[src/rtl/vcl_pkg.sv]
package vcl_pkg;
  // Per-lane view of the five flag bits handed over by the clip-high step.
  typedef struct packed {
    logic ne;   // operands were not equal
    logic co;   // operands had opposite signs (negate path)
    logic ext;  // extension: selects OR/AND combine of zero tests
    logic cmp;  // stored low decision
    logic clp;  // stored high decision
  } lane_flags_t;
endpackage

[src/rtl/vcl_lane.sv]
module vcl_lane
  import vcl_pkg::*;
#(
  parameter int W = 16
) (
  input  logic [W-1:0] s,
  input  logic [W-1:0] t,
  input  lane_flags_t  f,
  output logic [W-1:0] res,
  output logic         le_o,
  output logic         ge_o
);
  logic [W-1:0] clipv;
  logic [W:0]   sum_w;
  logic         sn, eq, lz, uz, le_calc, ge_calc, pick;

  always_comb begin
    sn      = f.co;
    eq      = ~f.ne;
    clipv   = sn ? (W'(0) - t) : t;
    lz      = (s == clipv);
    sum_w   = {1'b0, s} + {1'b0, t};
    uz      = ~sum_w[W];
    le_calc = f.ext ? (lz | uz) : (lz & uz);
    ge_calc = (s >= clipv);
    le_o    = (eq & sn)  ? le_calc : f.cmp;
    ge_o    = (eq & ~sn) ? ge_calc : f.clp;
    pick    = sn ? le_o : ge_o;
    res     = pick ? clipv : s;
  end
endmodule

[src/rtl/vcl_flag_reg.sv]
module vcl_flag_reg #(
  parameter int LANES = 8
) (
  input  logic             clk,
  input  logic             rst_n,
  input  logic             op_en,
  input  logic             load_en,
  input  logic [LANES-1:0] ne_in,
  input  logic [LANES-1:0] co_in,
  input  logic [LANES-1:0] ext_in,
  input  logic [LANES-1:0] cmp_in,
  input  logic [LANES-1:0] clp_in,
  input  logic [LANES-1:0] le_new,
  input  logic [LANES-1:0] ge_new,
  output logic [LANES-1:0] ne_q,
  output logic [LANES-1:0] co_q,
  output logic [LANES-1:0] ext_q,
  output logic [LANES-1:0] cmp_q,
  output logic [LANES-1:0] clp_q
);
  logic [LANES-1:0] ne_d, co_d, ext_d, cmp_d, clp_d;
  logic             upd;

  always_comb begin
    ne_d  = ne_q;
    co_d  = co_q;
    ext_d = ext_q;
    cmp_d = cmp_q;
    clp_d = clp_q;
    upd   = op_en | load_en;
    if (op_en) begin
      ne_d  = '0;
      co_d  = '0;
      ext_d = '0;
      cmp_d = le_new;
      clp_d = ge_new;
    end else if (load_en) begin
      ne_d  = ne_in;
      co_d  = co_in;
      ext_d = ext_in;
      cmp_d = cmp_in;
      clp_d = clp_in;
    end
  end

  always_ff @(posedge clk or negedge rst_n) begin
    if (!rst_n) begin
      ne_q  <= '0;
      co_q  <= '0;
      ext_q <= '0;
      cmp_q <= '0;
      clp_q <= '0;
    end else if (upd) begin
      ne_q  <= ne_d;
      co_q  <= co_d;
      ext_q <= ext_d;
      cmp_q <= cmp_d;
      clp_q <= clp_d;
    end
  end

  assert_load_R2: assert property (@(posedge clk) disable iff (!rst_n)
    (load_en && !op_en) |=> (ne_q == $past(ne_in) && cmp_q == $past(cmp_in)));

  assert_clear_R9: assert property (@(posedge clk) disable iff (!rst_n)
    op_en |=> (ne_q == '0 && co_q == '0 && ext_q == '0));

  assert_keep_R8: assert property (@(posedge clk) disable iff (!rst_n)
    op_en |=> ((cmp_q & $past(ne_q)) == ($past(cmp_q) & $past(ne_q)) &&
               (clp_q & $past(ne_q)) == ($past(clp_q) & $past(ne_q))));

  assert_collide_R10: assert property (@(posedge clk) disable iff (!rst_n)
    (op_en && load_en) |=> (co_q == '0 && cmp_q == $past(le_new)));
endmodule

[src/rtl/vcl_clip_low.sv]
module vcl_clip_low
  import vcl_pkg::*;
#(
  parameter int LANES = 8,
  parameter int W     = 16
) (
  input  logic                 clk,
  input  logic                 rst_n,
  input  logic                 op_valid,
  input  logic [LANES*W-1:0]   src_s,
  input  logic [LANES*W-1:0]   src_t,
  input  logic                 flag_wr,
  input  logic [LANES-1:0]     ne_in,
  input  logic [LANES-1:0]     co_in,
  input  logic [LANES-1:0]     ext_in,
  input  logic [LANES-1:0]     cmp_in,
  input  logic [LANES-1:0]     clp_in,
  output logic [LANES*W-1:0]   result,
  output logic [LANES*W-1:0]   acc_lo,
  output logic [LANES-1:0]     ne_q,
  output logic [LANES-1:0]     co_q,
  output logic [LANES-1:0]     ext_q,
  output logic [LANES-1:0]     cmp_q,
  output logic [LANES-1:0]     clp_q
);
  localparam int VW = LANES * W;

  logic [1:0]       rst_sync;
  logic             rst_i_n;
  logic [VW-1:0]    lane_res;
  logic [VW-1:0]    res_d, acc_d;
  logic [LANES-1:0] le_new, ge_new;

  // Assert asynchronously, release on the second clock edge.
  always_ff @(posedge clk or negedge rst_n) begin
    if (!rst_n) rst_sync <= 2'b00;
    else        rst_sync <= {rst_sync[0], 1'b1};
  end
  assign rst_i_n = rst_sync[1];

  for (genvar i = 0; i < LANES; i++) begin : g_lane
    lane_flags_t fl;
    assign fl = '{ne: ne_q[i], co: co_q[i], ext: ext_q[i],
                  cmp: cmp_q[i], clp: clp_q[i]};
    vcl_lane #(.W(W)) u_lane (
      .s    (src_s[i*W +: W]),
      .t    (src_t[i*W +: W]),
      .f    (fl),
      .res  (lane_res[i*W +: W]),
      .le_o (le_new[i]),
      .ge_o (ge_new[i])
    );
  end

  vcl_flag_reg #(.LANES(LANES)) u_flags (
    .clk     (clk),
    .rst_n   (rst_i_n),
    .op_en   (op_valid),
    .load_en (flag_wr),
    .ne_in   (ne_in),
    .co_in   (co_in),
    .ext_in  (ext_in),
    .cmp_in  (cmp_in),
    .clp_in  (clp_in),
    .le_new  (le_new),
    .ge_new  (ge_new),
    .ne_q    (ne_q),
    .co_q    (co_q),
    .ext_q   (ext_q),
    .cmp_q   (cmp_q),
    .clp_q   (clp_q)
  );

  always_comb begin
    res_d = result;
    acc_d = acc_lo;
    if (op_valid) begin
      res_d = lane_res;
      acc_d = lane_res;
    end
  end

  always_ff @(posedge clk or negedge rst_i_n) begin
    if (!rst_i_n) begin
      result <= '0;
      acc_lo <= '0;
    end else if (op_valid) begin
      result <= res_d;
      acc_lo <= acc_d;
    end
  end

  assert_hold_R11: assert property (@(posedge clk) disable iff (!rst_i_n)
    !op_valid |=> ($stable(result) && $stable(acc_lo)));

  assert_acc_copy_R4: assert property (@(posedge clk) disable iff (!rst_i_n)
    op_valid |=> (result == acc_lo));

  assert_flags_R9: assert property (@(posedge clk) disable iff (!rst_i_n)
    op_valid |=> (cmp_q == $past(le_new) && clp_q == $past(ge_new)));
endmodule

[config.mk]
export PLATFORM = sky130hd
export DESIGN_NAME = vcl_clip_low
export DESIGN_NICKNAME = d
export VERILOG_FILES = /design/src/rtl/vcl_pkg.sv /design/src/rtl/vcl_lane.sv /design/src/rtl/vcl_flag_reg.sv /design/src/rtl/vcl_clip_low.sv
export SDC_FILE = /design/constraint.sdc
export NUM_CORES = 1
export LEC_CHECK = 0
export CAP_MARGIN = 20
export CORE_AREA = 2 2 229 231
export DETAILED_ROUTE_END_ITERATION = 16
export DIE_AREA = 0 0 231 233
export PLACE_DENSITY = 0.72
export SLEW_MARGIN = 20
export SYNTH_ARGS = -nofsm -noshare
export SYNTH_HDL_FRONTEND = slang
export SYNTH_SLANG_ARGS = --single-unit
[constraint.sdc]
create_clock -name clk -period 7.4 [get_ports clk]
set_input_delay 1.48 -clock clk [delete_from_list [all_inputs] [get_ports clk]]
set_output_delay 1.48 -clock clk [all_outputs]
set_load 0.005 [all_outputs]
==> metrics.txt, run 1 <==
pin count of the biggest net entering global routing roughly 110; layout net count 2,956; Remaining Overflow, GRT 0; normalized max-slew margin 33.24%; critical path endpoint acc_lo[3]; Routed WL per cell 21.61 um; design area 24,080 um2; TritonRoute pass-1 iters 5; Post-CTS Resized 0; post-DP HPWL 52,320 um; leading cell type in the layout, fill and taps excluded clkdlybuf4s50_1; WP data arrival between 6000 and 7000 ps; P_leak 9.835 nW; Placer Congestion around 0.95; outcome finished clean; Clock Sink Count 170; R2R cell count 8; Max VDD drop about 0.00017 V; RR Startpoint u_flags.co_q[0]; measured slew at the worst slew-check pin between 1000 and 1500 ps; final-report hold violation count 0; Netlist cell types 70; ratio of total power to cell area 173.0 nW/um2; Primary FF master, synth dfrtp_1; # Max-Cap Violations 0; mux cell area share after synthesis 2.882%; final period utilization a little over four fifths; Max Slew Vio Count 0; Setup crit start src_t[5]; number of flops mapped to enable cells by yosys 0; root buffer cell clkbuf_16; CTS buffer count 17; Reg2Reg Setup Slack 3310 ps; Die W roughly 230 um; vias per cell 5.816; Area growth, synth to finish 35.28%; Starting Density 34.83%; RR Endpoint acc_lo[3]; syn_nets 2,564; Core ar. 51,090 um2; TNS Setup 0 ps; layout cells sized above 1 3.785%; Residual DRC 0; total global-route track usage between 20% and 30%; cell count after synthesis 2,000; die area 53,820 um2; Crit Path Category input port to flip-flop; most frequent cells in the layout 593 x clkdlybuf4s50_1, 264 x ha_1, 169 x dfrtp_1, 128 x nand2_1, 128 x a21oi_1; die height 233 um; synthesized area per cell 8.899 um2; Cell Area, Placed approximately 23,000 um2; required time of the critical path around 7800 ps; via count 18,000; clock skew around 16 ps; clk buf depth 2; Synthesis Warnings 0; crit path max fanout 18; crit path time final 6160 ps; hold crit path type flip-flop to flip-flop; hold path start rst_sync[0]; register bit total from synthesis 170; first-pass GRT wire length 101,000 um; Site Rows 83; Critical Path Source Type input port; H-tree Lvls 4; FFs w/ async S/R, synth 100.0%; Setup Fix Bufs, Post-CTS 0; final setup margin between 1000 and 1500 ps; antenna violations before repair 18; Hold-fix buffers, CTS 0; main combinational cell family by area after synthesis compound AO/OA/AOI/OAI gates; Synth Area in Adders between 10% and 20%; Post-Place Setup Slack 807.2 ps; top cell type's share of synthesized area 23.90%; top cells by area, synth dfrtp_1 24%, ha_1 19%, buf_4 5.4%; I/O pin count approximately 600; simple-gate area share of the yosys netlist approximately 12%; TritonCTS clock tree built; Compound-Gate Fraction of Synth Area 27.71%; total wire length 66,870 um; Clock Latency Late Sink 500 ps; xor/xnor cell area share of the yosys netlist 5.554%; 1st-iter DRT viols 1,000; clock-pin slew on the worst setup and hold paths 80 ps; IO Port Bufs 595; RSZ-0062 raised after global routing false; maximum clock rate roughly 160 MHz; cell area after synthesis 17,800 um2; Final Setup Violations 0; Post-DRT Antenna Nets 0; post-synth top area cell dfrtp_1; Critical Path End Type flip-flop; vias in the first global route 17,640; register area share after synthesis 23.90%
==> worst max-delay path: stages <==
cell and delay (ps):
clkdlybuf4s50_1 520, or4_4 600, or3_4 360, or3_4 350, or3_4 350, o31ai_4 220
xor2_2 110, ha_1 300, nand4_1 140, or4_1 560, maj3_1 640, o21a_1 490
o311ai_0 410
==> logic make-up (layout without fill, tap and decap cells) <==
family                   count (synthesis)  count (layout)
AND/OR/NAND/NOR                        431             431
adder cells (fa/ha/maj)                270             270
XOR/XNOR                               112             112
buffers and inverters                  283             687
flip-flops                             170             170
AO/OA/AOI/OAI                          682             682
other                                    1              11
multiplexers                            51              51
==> final cells by class <==
| cell class | count | area [um2] |
|---|---|---|
| antenna | 10 | 25.02 |
| sequential | 170 | 4258 |
| fill | 4834 | 27020 |
| inverter | 40 | 155.1 |
| timing repair buffer | 616 | 6123 |
| multi-input combinational | 1547 | 12060 |
| clock buffer | 19 | 452.9 |
| tap | 680 | 850.8 |
| clock inverter | 12 | 148.9 |
==> stage by stage <==
step	hold WS [ps]	util (%)	total power [mW]	std cells
floorplan	331.2	-	2.238	2000
CTS	353.2	47.04	4.199	3083
finish	350.2	47.12	4.165	3094
detailed placement	337.9	45.86	3.198	3052
global placement	334.5	45.83	3.164	3051
global route	356.0	47.10	4.425	3090
==> report_power, final <==
group / total [mW] / internal [mW] / switching (mW)
logic: 1.88 / 1.05 / 0.826
clock network: 0.975 / 0.543 / 0.432
registers: 1.31 / 1.09 / 0.222
total: 4.17 / 2.69 / 1.48
==> per-layer routing <==
| layer | global-route usage, % | vias up | share of wire (%) |
|---|---|---|---|
| li1 | - | 8405 | - |
| met3 | 5.931 | 131 | 6.8 |
| met2 | 41.01 | 731 | 49 |
| met4 | 9.839 | 18 | 3.2 |
| met1 | 29.19 | 8711 | 41 |
| met5 | 0 | - | 0.16 |
==> how the worst min path moves through the flow <==
stage | endpoint | slack (ps) | depth (start not counted)
after floorplan | rst_sync[1] | 330 | 0
after global placement | rst_sync[1] | 330 | 0
after detailed placement | rst_sync[1] | 340 | 0
after CTS | rst_sync[1] | 350 | 0
after global routing | rst_sync[1] | 360 | 0
final | rst_sync[1] | 350 | 0
==> cells in the mapped netlist (all sizes together) (14+ instances only) <==
cell type and instances:
or4 17, nand4 34, ha 264, a31o 15, a41oi 30, a22o 14, xor2 100, nand3 48
inv 40, o31ai 76, a21boi 15, o311ai 30, buf 136, a21oi 132, clkbuf 107, a21o 32
a41o 35, o211ai 14, mux2i 49, o2bb2ai 45, o2111ai 19, o21ai 75, nor2 67, nand2 128
dfrtp 170, a31oi 54, nand2b 27, o41ai 16, nor2b 49, or3 16
==> state kept, by name, summed over array words and instances (netlist names), named ones only <==
| name | cells |
|---|---|
| rst_sync | 2 |
| u_flags.ext_q | 8 |
| u_flags.ne_q | 8 |
| acc_lo | 128 |
| u_flags.co_q | 8 |
| u_flags.cmp_q | 8 |
No activity file was read; power rests on OpenSTA's default activity.
==> run 2: changes to the inputs <==
--- a/config.mk
+++ b/config.mk
@@ -6,10 +6,10 @@
 export NUM_CORES = 1
 export LEC_CHECK = 0
 export CAP_MARGIN = 20
-export CORE_AREA = 2 2 229 231
+export CORE_AREA = 2 2 233 235
 export DETAILED_ROUTE_END_ITERATION = 16
-export DIE_AREA = 0 0 231 233
-export PLACE_DENSITY = 0.72
+export DIE_AREA = 0 0 235 237
+export PLACE_DENSITY = 0.7
 export SLEW_MARGIN = 20
 export SYNTH_ARGS = -nofsm -noshare
 export SYNTH_HDL_FRONTEND = slang
==> constraint.sdc (replaced) <==
create_clock -name clk -period 6.2 [get_ports clk]
set_input_delay 1.24 -clock clk [delete_from_list [all_inputs] [get_ports clk]]
set_output_delay 1.24 -clock clk [all_outputs]
set_load 0.005 [all_outputs]
==> run 2 against run 1 <==
  * Clock skew shrank 4.3 ps
  * Die area grew 3.5%
  * Sequential cell count is the same
  * Clock-buffer cell count grew 3
  * Total power grew 23%
  * First-iteration DRC count grew 12%
  * Via count grew 0.78%
  * Utilization shrank 1.7 points
  * Final area grew 0.62%
  * Sequential power grew 19%
  * Register-to-register slack lost 1200 ps
  * Combinational power grew 21%
  * Largest power group unchanged
==> metrics.txt, run 2 (same netlist as run 1, synthesis figures left out) <==
root buffer cell clkbuf_16; met1 global-route usage a little under a third; vias per cell between 5 and 6; Tot Pwr between 5 and 6 mW; Area growth, synth to finish 36.12%; Post-DRT Antenna Nets 0; fin cells 3,117; clock skew between 10 and 15 ps; via count 18,140; outcome finished clean; Remaining Overflow, GRT 0; final setup margin between 600 and 700 ps; Starting Density between 30% and 40%; hold crit path type flip-flop to flip-flop; most frequent cells in the layout 593 x clkdlybuf4s50_1, 264 x ha_1, 169 x dfrtp_1, 129 x a21oi_1, 128 x nand2_1; Cell Area, Placed 23,520 um2; Post-Place Setup Slack -85.07 ps; cell total after placement between 3,000 and 4,000; Final Setup Violations 0; first-pass GRT wire length 105,500 um; normalized max-slew margin 28.85%; H-tree Lvls 4; CP Cell Sequence clkdlybuf4s50_1, or3_1, or4_1, nand2b_1, o41ai_1, xor2_1, ha_1, nand4_1, nor4_1, nor2_1, a2111oi_0, a22oi_2, buf_6, o311ai_0; antenna violations before repair 11; Routed WL per cell approximately 22 um; TritonRoute pass-1 iters 6; die height about 240 um; maximum clock rate 178.6 MHz; Max VDD drop 0.0002067 V; clock-pin slew on the worst setup and hold paths 70 ps; final period utilization 90.31%; layout cells sized above 1 4.098%; IO Port Bufs 595; total global-route track usage 24.02%; measured slew at the worst slew-check pin between 1000 and 1500 ps; Placer Congestion 0.9179; Clock Latency Late Sink 510 ps; Crit path largest cell delay 660 ps; ratio of total power to cell area 210.8 nW/um2; Reg2Reg Setup Slack around 2100 ps; WP data arrival 5980 ps; Post-CTS Resized 0; most flop-heavy register acc_lo; Setup Fix Bufs, Post-CTS 0; final-report hold violation count 0; Max Slew Vio Count 0; post-DP HPWL 53,000 um; pin count of the biggest net entering global routing between 100 and 150; hold path start rst_sync[0]; Fillers slightly above 5,000; Crit Path Category input port to flip-flop; required time of the critical path 6580 ps; busiest grt layer met2; Clock Sink Count 170; flip-flop and latch area 4258 um2; grt met2 use 40.45%; CTS buffer count 17; Critical Path End Type flip-flop; design area 24,230 um2; crit path time final about 5600 ps; Setup crit start src_t[115]; Largest delay share family, worst path simple AND/OR/NAND/NOR gates; die area 55,700 um2; leading cell type in the layout, fill and taps excluded clkdlybuf4s50_1; Residual DRC 0; 1st-iter DRT viols roughly 1,100; P_leak 9.905 nW; TritonCTS clock tree built; WP buf/inv 2; layout net count slightly below 3,000; multi-input logic area 12,060 um2; Site Rows 85; total wire length 68,270 um; number of flip-flops in the largest register 128; RR Startpoint u_flags.co_q[7]; crit path max fanout 19; Hold-fix buffers, CTS 0; Die W around 240 um; I/O pin count approximately 600; Slowest-stage cell, CP a2111oi_0; Core ar. 53,280 um2; RSZ-0062 raised after global routing false; GRT met3 Usage approximately 5.0%; clk buf depth 2; vias in the first global route 18,110; Critical Path Source Type input port; TNS Setup 0 ps; # Max-Cap Violations 0
-- run 2: cell types whose count changed in the layout (fill, tap and decap cells not counted), sizes merged --
| cell | delta |
|---|---|
| clkbuf | +3 |
| clkinv | -5 |
| buf | +11 |
| bufinv | +2 |
| inv | +1 |
| diode | -5 |
-- run 2: power breakdown --
group	leakage [nW]	total, mW	internal (mW)	switching (mW)
clock network	0.303	1.27	0.737	0.534
registers	2.07	1.56	1.30	0.261
logic	7.53	2.27	1.26	1.01
total	9.91	5.11	3.30	1.80
-- run 2: path summary, 6_finish.rpt --
check / cells past startpoint / end
worst max-delay path: 14 / acc_lo[116]
worst min-delay path: 0 / rst_sync[1]
worst max register to register: 10 / acc_lo[116]
worst min register to register: 0 / rst_sync[1]
max in group asynchronous: 1 / acc_lo[75]
min in group asynchronous: 0 / acc_lo[1]
-- run 2: worst reg2reg max path, delay by kind of cell (launching register included) --
family	cells	cell delay [ps]
compound gates	4	1560
buf+inv	1	250
simple gates	3	750
flops	1	890
fa+ha+maj	1	320
xor+xnor	1	210
-- run 2: through the flow --
stage / hold WS, ps / util, %
floorplan: 331.2 / -
global placement: 337.2 / 44.15
CTS: 357.6 / 45.37
detailed placement: 340.3 / 44.15
global route: 372.1 / 45.46
finish: 354.3 / 45.47
-- run 2: layout make-up --
class / count / area share (%)
Antenna cell: 5 / 0.05165
Clock buffer: 22 / 1.916
Clock inverter: 10 / 0.7799
Inverter: 40 / 0.6404
Multi-Input combinational cell: 1547 / 49.77
Sequential cell: 170 / 17.58
Tap cell: 696 / 3.595
Timing Repair Buffer: 627 / 25.67
-- run 2: layer usage --
layer / wire, um / up-vias / part of all wire (%)
met5: 74 / - / 0.11
met4: 1994 / 12 / 2.9
met3: 4509 / 131 / 6.6
met2: 33240 / 795 / 49
met1: 28450 / 8772 / 42
li1: - / 8426 / -
